`src/rtl/pll_synth_pkg.sv`:
```
package pll_synth_pkg;

    localparam int RATIO_W     = 16;
    localparam int SWALLOW_W   = 4;
    localparam int MAIN_W      = RATIO_W - SWALLOW_W;
    localparam int DIRECT_W    = 12;
    localparam int MOD_LOW     = 1 << SWALLOW_W;
    localparam int MOD_W       = SWALLOW_W + 1;
    localparam int MAIN_CNT_W  = MAIN_W + 1;
    localparam int SWALLOW_MIN = 256;
    localparam int DIRECT_MIN  = 4;

    typedef enum logic {SRC_AM = 1'b0, SRC_FM = 1'b1} src_e;
    typedef enum logic {MODE_DIRECT = 1'b0, MODE_SWALLOW = 1'b1} div_mode_e;

    typedef struct packed {
        src_e               src;
        div_mode_e          mode;
        logic [RATIO_W-1:0] ratio;
    } div_cfg_t;

    // Build the effective divider setting, applying the per-mode floor.
    function automatic div_cfg_t make_cfg(input logic sel_fm,
                                          input logic swallow_en,
                                          input logic [RATIO_W-1:0] raw);
        div_cfg_t c;
        c.src  = sel_fm ? SRC_FM : SRC_AM;
        c.mode = (sel_fm || swallow_en) ? MODE_SWALLOW : MODE_DIRECT;
        if (c.mode == MODE_SWALLOW) begin
            c.ratio = raw;
            if (raw != '0 && raw < RATIO_W'(SWALLOW_MIN))
                c.ratio = RATIO_W'(SWALLOW_MIN);
        end else begin
            c.ratio = '0;
            c.ratio[DIRECT_W-1:0] = raw[DIRECT_W-1:0];
            if (raw[DIRECT_W-1:0] != '0 && raw[DIRECT_W-1:0] < DIRECT_W'(DIRECT_MIN))
                c.ratio[DIRECT_W-1:0] = DIRECT_W'(DIRECT_MIN);
        end
        return c;
    endfunction

endpackage

```
`src/rtl/div2_prescaler.sv`:
```
module div2_prescaler (
    input  logic clk,
    input  logic rst,
    input  logic in_pulse,
    output logic out_pulse
);
    logic phase_q;

    always_ff @(posedge clk) begin
        if (rst)
            phase_q <= 1'b0;
        else if (in_pulse)
            phase_q <= ~phase_q;
    end

    assign out_pulse = in_pulse & phase_q;

    // the halved stream never yields two strobes in a row
    assert_halved_spacing_R6: assert property (@(posedge clk) disable iff (rst)
        out_pulse |=> !out_pulse);

endmodule

```
`src/rtl/ratio_divider.sv`:
```
module ratio_divider
    import pll_synth_pkg::*;
(
    input  logic     clk,
    input  logic     rst,
    input  logic     cnt_en,
    input  div_cfg_t cfg_in,
    output div_cfg_t cfg_q,
    output logic     div_tc
);
    logic [DIRECT_W-1:0]   dcnt;
    logic [MOD_W-1:0]      mcnt;
    logic [SWALLOW_W-1:0]  a_left;
    logic [MAIN_CNT_W-1:0] p_left;

    // Reload values taken from the pending setting
    logic [DIRECT_W-1:0]   ld_dcnt;
    logic [SWALLOW_W-1:0]  ld_a;
    logic [MAIN_CNT_W-1:0] ld_p;

    always_comb begin
        ld_dcnt = cfg_in.ratio[DIRECT_W-1:0] - DIRECT_W'(1);
        ld_a    = cfg_in.ratio[SWALLOW_W-1:0];
        if (cfg_in.ratio[RATIO_W-1:SWALLOW_W] == '0)
            ld_p = MAIN_CNT_W'(1 << MAIN_W);
        else
            ld_p = {1'b0, cfg_in.ratio[RATIO_W-1:SWALLOW_W]};
    end

    // Dual-modulus stage: /17 while swallow count remains, /16 after
    logic             a_active;
    logic [MOD_W-1:0] mod_last;
    logic             mod_end;
    logic             wrap;

    always_comb begin
        a_active = (a_left != '0);
        mod_last = a_active ? MOD_W'(MOD_LOW) : MOD_W'(MOD_LOW - 1);
        mod_end  = (mcnt == mod_last);
        if (cfg_q.mode == MODE_SWALLOW)
            wrap = cnt_en && mod_end && (p_left == MAIN_CNT_W'(1));
        else
            wrap = cnt_en && (dcnt == '0);
    end

    always_ff @(posedge clk) begin
        if (rst || wrap) begin
            cfg_q  <= cfg_in;
            dcnt   <= ld_dcnt;
            mcnt   <= '0;
            a_left <= ld_a;
            p_left <= ld_p;
        end else if (cnt_en) begin
            if (cfg_q.mode == MODE_SWALLOW) begin
                if (mod_end) begin
                    mcnt   <= '0;
                    p_left <= p_left - MAIN_CNT_W'(1);
                    if (a_active)
                        a_left <= a_left - SWALLOW_W'(1);
                end else begin
                    mcnt <= mcnt + MOD_W'(1);
                end
            end else begin
                dcnt <= dcnt - DIRECT_W'(1);
            end
        end
    end

    always_ff @(posedge clk) begin
        if (rst)
            div_tc <= 1'b0;
        else
            div_tc <= wrap;
    end

    // a terminal count only follows a counted strobe
    assert_tc_needs_strobe_R12: assert property (@(posedge clk) disable iff (rst)
        div_tc |-> $past(cnt_en));

    // counters hold while no strobe arrives
    assert_hold_idle_R12: assert property (@(posedge clk) disable iff (rst)
        !cnt_en |=> ($stable(dcnt) && $stable(mcnt) && $stable(p_left)));

    // modulus stage never exceeds the /17 range
    assert_modulus_range_R4: assert property (@(posedge clk) disable iff (rst)
        (cfg_q.mode == MODE_SWALLOW) |-> (mcnt <= MOD_W'(MOD_LOW)));

    // the active setting only changes at a terminal count
    assert_setting_held_R7: assert property (@(posedge clk) disable iff (rst)
        !div_tc |-> $stable(cfg_q));

endmodule

```
`src/rtl/phase_detector.sv`:
```
module phase_detector (
    input  logic clk,
    input  logic rst,
    input  logic div_edge,
    input  logic ref_edge,
    output logic pump_oe,
    output logic pump_level
);
    logic up_q;
    logic dn_q;
    logic both;

    assign both = up_q & dn_q;

    always_ff @(posedge clk) begin
        if (rst || both) begin
            up_q <= 1'b0;
            dn_q <= 1'b0;
        end else begin
            up_q <= up_q | div_edge;
            dn_q <= dn_q | ref_edge;
        end
    end

    assign pump_oe    = up_q ^ dn_q;
    assign pump_level = up_q & ~dn_q;

    // coincident flags clear on the following cycle
    assert_flags_clear_R10: assert property (@(posedge clk) disable iff (rst)
        both |=> (!up_q && !dn_q));

    // a divider edge with nothing pending raises the up flag
    assert_up_on_divider_R8: assert property (@(posedge clk) disable iff (rst)
        (div_edge && !up_q && !dn_q) |=> up_q);

    // a reference edge with nothing pending raises the down flag
    assert_down_on_reference_R9: assert property (@(posedge clk) disable iff (rst)
        (ref_edge && !up_q && !dn_q) |=> dn_q);

endmodule

```
`src/rtl/pll_synth_core.sv`:
```
module pll_synth_core
    import pll_synth_pkg::*;
(
    input  logic               clk,
    input  logic               rst,
    input  logic               am_pulse,
    input  logic               fm_pulse,
    input  logic               ref_pulse,
    input  logic               sel_fm,
    input  logic               swallow_en,
    input  logic [RATIO_W-1:0] ratio,
    output logic               div_out,
    output logic               pump_oe,
    output logic               pump_level
);
    div_cfg_t cfg_in;
    div_cfg_t cfg_q;
    logic     fm_half;
    logic     cnt_en;

    always_comb cfg_in = make_cfg(sel_fm, swallow_en, ratio);

    div2_prescaler u_prescale (
        .clk       (clk),
        .rst       (rst),
        .in_pulse  (fm_pulse),
        .out_pulse (fm_half)
    );

    assign cnt_en = (cfg_q.src == SRC_FM) ? fm_half : am_pulse;

    ratio_divider u_divider (
        .clk    (clk),
        .rst    (rst),
        .cnt_en (cnt_en),
        .cfg_in (cfg_in),
        .cfg_q  (cfg_q),
        .div_tc (div_out)
    );

    phase_detector u_compare (
        .clk        (clk),
        .rst        (rst),
        .div_edge   (div_out),
        .ref_edge   (ref_pulse),
        .pump_oe    (pump_oe),
        .pump_level (pump_level)
    );

    // nothing is driven in the cycle after reset
    assert_quiet_after_reset_R11: assert property (@(posedge clk)
        $past(rst) |-> (!div_out && !pump_oe));

endmodule

```
`config.mk`:
```
export PLATFORM = sky130hd
export DESIGN_NAME = pll_synth_core
export DESIGN_NICKNAME = d
export VERILOG_FILES = /design/src/rtl/pll_synth_pkg.sv /design/src/rtl/div2_prescaler.sv /design/src/rtl/ratio_divider.sv /design/src/rtl/phase_detector.sv /design/src/rtl/pll_synth_core.sv
export SDC_FILE = /design/constraint.sdc
export NUM_CORES = 1
export LEC_CHECK = 0
export BUFFER_PORTS_ARGS = -buffer_cell sky130_fd_sc_hd__clkbuf_2
export CAP_MARGIN = 10
export CELL_PAD_IN_SITES_DETAIL_PLACEMENT = 1
export CELL_PAD_IN_SITES_GLOBAL_PLACEMENT = 2
export CORE_MARGIN = 4
export CORE_UTILIZATION = 37
export DETAILED_ROUTE_END_ITERATION = 7
export PLACE_DENSITY_LB_ADDON = 0.1
export SLEW_MARGIN = 0
export SYNTH_ARGS = -nofsm -noshare
export SYNTH_HDL_FRONTEND = slang
export SYNTH_SLANG_ARGS = --single-unit
```
`constraint.sdc`:
```
create_clock -name clk -period 3.7 [get_ports clk]
set_input_delay 0.185 -clock clk [delete_from_list [all_inputs] [get_ports clk]]
set_output_delay 0.185 -clock clk [all_outputs]
set_load 0.02 [all_outputs]
```
==> qor.csv, run 1 <==
metric,value,unit
Skew-Pair Late Insertion Delay,0.29,ns
CP Data Arrival Time,3.15,ns
number of global-route vias before repair,2059,
Nets,300,
die width,88.41,um
status,"finished, final reports clean",
Clock Path Buffers,2,
P_sw,281.7,uW
most frequent cells in the layout,"edfxtp_1 (31), nand2_1 (29), clkbuf_2 (25), nor2_1 (17), o21ai_0 (15)",
Total Power,1.037,mW
Synth Area per Inst,10.01,um^2
Hold Worst Slack,0.08204,ns
post-DR vias/cell,5.555,
Post-DRT Antenna Nets,0,
first-pass GRT wire length,9936,um
Post-CTS Setup Inserts,0,
post-layout min period,3.100,ns
Port Buffers,25,
initial antenna violation count,0,
Multi-input gate area,1221,um^2
FF+latch area,1111,um^2
critical path data required time,3.75,ns
Setup crit start kind,flip-flop,
Pre-antenna DRT Iters,4,
Worst Setup SP,u_divider.a_left[0],
TNS Setup,0,ns
Main synth FF type,edfxtp_1,
"Remaining Overflow, GRT",0,
Yosys top cell area share,38.91,%
Area Overhead vs Synth,13.65,%
Max-slew headroom,49.13,%
drt total wl,6017,um
Hold Path Class,in2reg,
Final Cycle Share,83.78,%
Leakage,1.025,nW
DP Area,2629,um^2
Max-cap violations,0,
vias,1933,
pwr/cell area,381.5,nW/um^2
simple-gate share of the synthesized area,20.29,%
busiest grt layer,met2,
number of gates resized after cts,0,
"FFs w/ async S/R, synth",0,%
routed length per instance,17.29,um
Global Route Usage Sum,16.83,%
xor/xnor cell area share of the yosys netlist,9.885,%
CTS Buf Count,5,
Comb power frac,16.0,%
post-synthesis cell count,239,
Seq pwr share,54.4,%
I/O pins,26,
main combinational cell family by area after synthesis,simple AND/OR/NAND/NOR gates,
Fin. Hold Viols,0,
GPL Wtd Cong,0.7898,
Slew Limit Fails,0,
Fill cells,751,
Synth Area in Adders,3.661,%
starting density of the core,37.89,%
Hold Buf Count CTS,0,
core area,6314,um^2
Remaining DRCs,0,
final setup violation count,0,
Die Area,7816,um^2
"Core Util, Final",43.06,%
post-synthesis cell area,2392,um^2
Core Rows,29,
Die Y,88.41,um
Post-synth EDFFs,31,
initial DRC count,101,
synth top area cells,"edfxtp_1 (39%), dfxtp_1 (7.5%), xor2_1 (5.1%)",
Final Skew,0.004901,ns
TritonCTS clock tree,built,
met1 usage,21.56,%
reg2reg start,u_divider.a_left[0],
Synth warnings,0,
clock share of power,29.5,%
Sw Ratio,27.16,%
met3 Use GR,3.352,%
post-synth top area cell,edfxtp_1,
dpl ws,0.5698,ns
Compound-Gate Fraction of Synth Area,15.53,%
crit path kind,reg2reg,
CTS sink count,40,
crit end category,flip-flop,
"Cell Count, Final, Fillers Out",348,
pin count of the biggest net entering global routing,18,
final worst slack,0.6001,ns
"Distinct cells, synth",50,
mux contribution to synthesized area,1.674,%
internal power,755.4,uW
H-Tree Level Count,2,
"Seq/Total Area, Yosys",46.44,%
maximum vdd drop,158.3,uV
Max Fclk,322.6,MHz
worst-margin pin slew,0.7612,ns
"commonest non-fill, non-tap cell in the layout",edfxtp_1,
antenna diode count,0,
placed insts,340,
Yosys reg bits,40,
Global Route met2 Usage,28.08,%
share of cells above drive strength 1,17.34,%
HPWL after DPL,4683,um
min-delay src,sel_fm,
root buffer cell,clkbuf_8,
CP Max Fanout,9,
"CTS clk-pin slew, worst paths",0.08,ns
final instance area,2719,um^2
syn nets,269,
RSZ-0062 raised after global routing,no,
## logic make-up (layout without fill, tap and decap cells)
| logic type | after synthesis | count (layout) |
|---|---|---|
| simple gates | 96 | 96 |
| buf+inv | 15 | 47 |
| xor+xnor | 27 | 27 |
| flops | 40 | 40 |
| fa+ha+maj | 7 | 7 |
| mux | 4 | 4 |
| compound gates | 50 | 50 |
## final timing paths
check	to	slack, ns	depth (start not counted)
hold / removal	u_divider.cfg_q[17]	0.08	1
setup reg to reg	u_divider.dcnt[11]	0.60	12
hold reg to reg	u_compare.up_q	0.49	2
setup / recovery	u_divider.dcnt[11]	0.60	12
## worst max-delay path: stages, from the launching register on
cell and delay (ns):
edfxtp_1 0.41, inv_1 0.08, ha_1 0.17, nor3b_1 0.31
or3_4 0.21, a211oi_4 0.08, nor2_2 0.32, clkinv_1 0.29
buf_4 0.24, nand2_1 0.08, a21boi_0 0.33, nand4_1 0.16
xor2_1 0.18
## power groups by stage
stage	logic (mW)	clock network (mW)	registers, mW
floorplan	0.115	0	0.565
global placement	0.167	0	0.574
detailed placement	0.168	0	0.575
CTS	0.170	0.320	0.565
global route	0.190	0.337	0.570
finish	0.166	0.306	0.564
## layer usage
metal  up-vias  part of all wire (%)
li1        957                     -
met4         0                   1.7
met1       934                    47
met5         -                     0
met3        10                   3.1
met2        32                    48
## state kept, by name, indices dropped and copies added, names as in the netlist, 2 cells and up
name,flops
u_divider.a_left,4
u_divider.p_left,13
u_divider.dcnt,12
u_divider.mcnt,5
u_divider.cfg_q,2
## synth_stat cells, types with 2 or more instances
cell type and instances:
mux2i_1 4, a31oi_1 4, dfxtp_1 9, nand2_1 29, a22oi_1 5, o21ai_0 15
and3_1 2, buf_2 3, xor2_1 14, nand3b_1 2, or2_2 2, ha_1 7
nor4_1 7, edfxtp_1 31, nor3_1 12, or3_1 2, clkbuf_1 4, nor2_1 17
inv_1 7, o32ai_1 2, xnor2_1 13, a41oi_1 2, nand3_1 6, a21boi_0 4
a21oi_1 5, nand4_1 7
## final cells by class
cell class	instances	area share, %
Tap cell	77	3.543
Multi-Input combinational cell	184	44.91
Timing Repair Buffer	31	6.259
Sequential cell	40	40.87
Inverter	8	1.104
Clock buffer	8	3.313
Note: power is estimated with default switching activity, not from simulation.
==> inputs of run 2 (changes only) <==
- CORE_UTILIZATION: 37 -> 34
- clock period: 3.7 -> 2.8 ns (I/O delays scaled with it)
==> qor.csv, run 2 (synthesis results as in run 1) <==
metric,value,unit,change
status,"finished, final reports clean",,
RSZ-0062 raised after global routing,yes,,
crit path kind,reg2reg,,
Multi-input gate area,1296,um^2,+6.1%
Seq pwr share,52.4,%,-2.0 points
pwr/cell area,457.5,nW/um^2,+20%
TritonCTS clock tree,built,,
I/O pins,26,,unchanged
Worst Setup SP,u_divider.mcnt[0],,
final worst slack,0.04408,ns,-0.5560 ns
"CTS clk-pin slew, worst paths",0.08,ns,about the same
Final Cycle Share,98.43,%,+15 points
Leakage,1.221,nW,+19%
TNS Setup,0,ns,unchanged
number of flip-flops in the largest register,13,,unchanged
Die Area,8442,um^2,+8.0%
Fill cells,820,,+9.2%
CP Data Arrival Time,2.92,ns,-0.23 ns
critical path cell sequence,"or4b_1, or3_4, a211oi_4, buf_6, a2bb2oi_4, buf_6, a22oi_2, ha_2, buf_6, and3_4, o21ai_1",,
pin count of the biggest net entering global routing,18,,unchanged
Core Rows,30,,+3.4%
FF+latch area,1112,um^2,+0.11%
Nets,335,,+12%
starting density of the core,35.02,%,-2.9 points
most frequent cells in the layout,"buf_4 (35), edfxtp_1 (31), nand2_1 (28), clkbuf_2 (25), nor2_1 (17)",,
"Remaining Overflow, GRT",0,,unchanged
DP Area,2874,um^2,+9.3%
antenna diode count,0,,unchanged
H-Tree Level Count,2,,unchanged
Top Registers,"u_divider.p_left (13), u_divider.dcnt (12), u_divider.mcnt (5)",,
initial DRC count,77,,-24%
Comb power frac,20.0,%,+4.0 points
Clock Path Buffers,2,,unchanged
Largest Register,u_divider.p_left,,
placed insts,386,,+14%
Global Route Usage Sum,16.08,%,-0.76 points
worst-margin pin slew,0.5762,ns,-0.1850 ns
Area Overhead vs Synth,29.65,%,
share of cells above drive strength 1,32.03,%,+15 points
GPL Wtd Cong,0.7879,,-0.24%
number of global-route vias before repair,2162,,+5.0%
P_sw,405.2,uW,+44%
"commonest non-fill, non-tap cell in the layout",buf_4,,
Slowest cell on crit path,or4b_1,,
Max-slew headroom,61.18,%,+12 points
CP Max Fanout,4,,-5
internal power,1.014,mW,+34%
Setup crit start kind,flip-flop,,
Sw Ratio,28.55,%,+1.4 points
post-layout min period,2.756,ns,-0.3440 ns
HPWL after DPL,4963,um,+6.0%
vias,2067,,+6.9%
final setup violation count,0,,unchanged
Final Skew,0.003244,ns,-0.001657 ns
Fin. Hold Viols,0,,unchanged
clock share of power,27.6,%,-1.9 points
initial antenna violation count,0,,unchanged
Pre-antenna DRT Iters,4,,unchanged
die width,91.88,um,+3.9%
min-delay src,sel_fm,,
CTS Buf Count,5,,unchanged
reg2reg start,u_divider.mcnt[0],,
Max-cap violations,0,,unchanged
final instance area,3102,um^2,+14%
Total Power,1.419,mW,+37%
core area,6832,um^2,+8.2%
Skew-Pair Late Insertion Delay,0.30,ns,about the same
Post-DRT Antenna Nets,0,,unchanged
routed length per instance,16.13,um,-6.7%
critical path data required time,2.96,ns,-0.79 ns
crit-path most repeated cell,buf_6,,
dpl ws,-0.05492,ns,-0.6247 ns
crit end category,flip-flop,,
CTS sink count,40,,unchanged
Port Buffers,25,,unchanged
first-pass GRT wire length,10750,um,+8.2%
CP peak stage delay,0.52,ns,+0.11 ns
maximum vdd drop,178.4,uV,+13%
root buffer cell,clkbuf_8,,
Max Fclk,362.9,MHz,+12%
"Cell Count, Final, Fillers Out",402,,+16%
post-DR vias/cell,5.142,,-7.4%
Die Y,91.88,um,+3.9%
Hold Path Class,in2reg,,
Slew Limit Fails,0,,unchanged
drt total wl,6484,um,+7.8%
Remaining DRCs,0,,unchanged
run 2: final timing paths:
path	endpoint	slack (ns)	cells after the start
max	u_divider.dcnt[6]	0.04	11
min	u_divider.cfg_q[17]	0.04	1
min reg2reg	u_compare.up_q	0.49	2
max reg2reg	u_divider.dcnt[6]	0.04	11
run 2: stage by stage:
stage	hold slack [ns]	util [%]
after floorplan	0.2389	-
after global placement	0.3478	42.07
after detailed placement	0.3482	42.07
after CTS	0.03120	44.19
after global routing	0.04174	45.40
final	0.04206	45.40
run 2: worst max-delay path, delay by kind of cell (launching register included):
| family | cells | cell delay [ns] |
|---|---|---|
| buffers and inverters | 3 | 0.44 |
| AND/OR/NAND/NOR | 3 | 1.01 |
| AO/OA/AOI/OAI | 4 | 0.63 |
| flip-flops | 1 | 0.32 |
| adder cells (fa/ha/maj) | 1 | 0.21 |
run 2: repair_timing:
| item | 4_1_cts | 5_1_grt |
|---|---|---|
| setup endpoints to repair | 5 | 7 |
| resized for setup | 6 | 12 |
| hold buffers | 0 | 0 |
| setup buffers | 3 | 6 |
| pin swaps | 2 | 4 |
run 2: power groups by stage:
stage                     sequential [mW]  clock [mW]  combinational [mW]
after floorplan                     0.748           0               0.157
after global placement              0.755           0               0.259
after detailed placement            0.756           0               0.262
after CTS                           0.743       0.413               0.271
after global routing                0.751       0.430               0.319
final                               0.743       0.392               0.284
run 2: per-layer routing:
metal  GRT usage, %  vias to the layer above  wire length (um)
met5              0                        -                 0
met4          6.559                        0               139
met3          2.789                       12               198
met2          25.97                       31              3103
met1          21.26                     1004              3043
li1               -                     1020                 -
run 2: area by class of cell:
class,count,area share (%)
clock inverter,3,0.6051
timing repair buffer,66,14.68
clock buffer,5,2.219
multi-input combinational,184,41.79
sequential,40,35.86
inverter,8,0.9681
tap,96,3.873
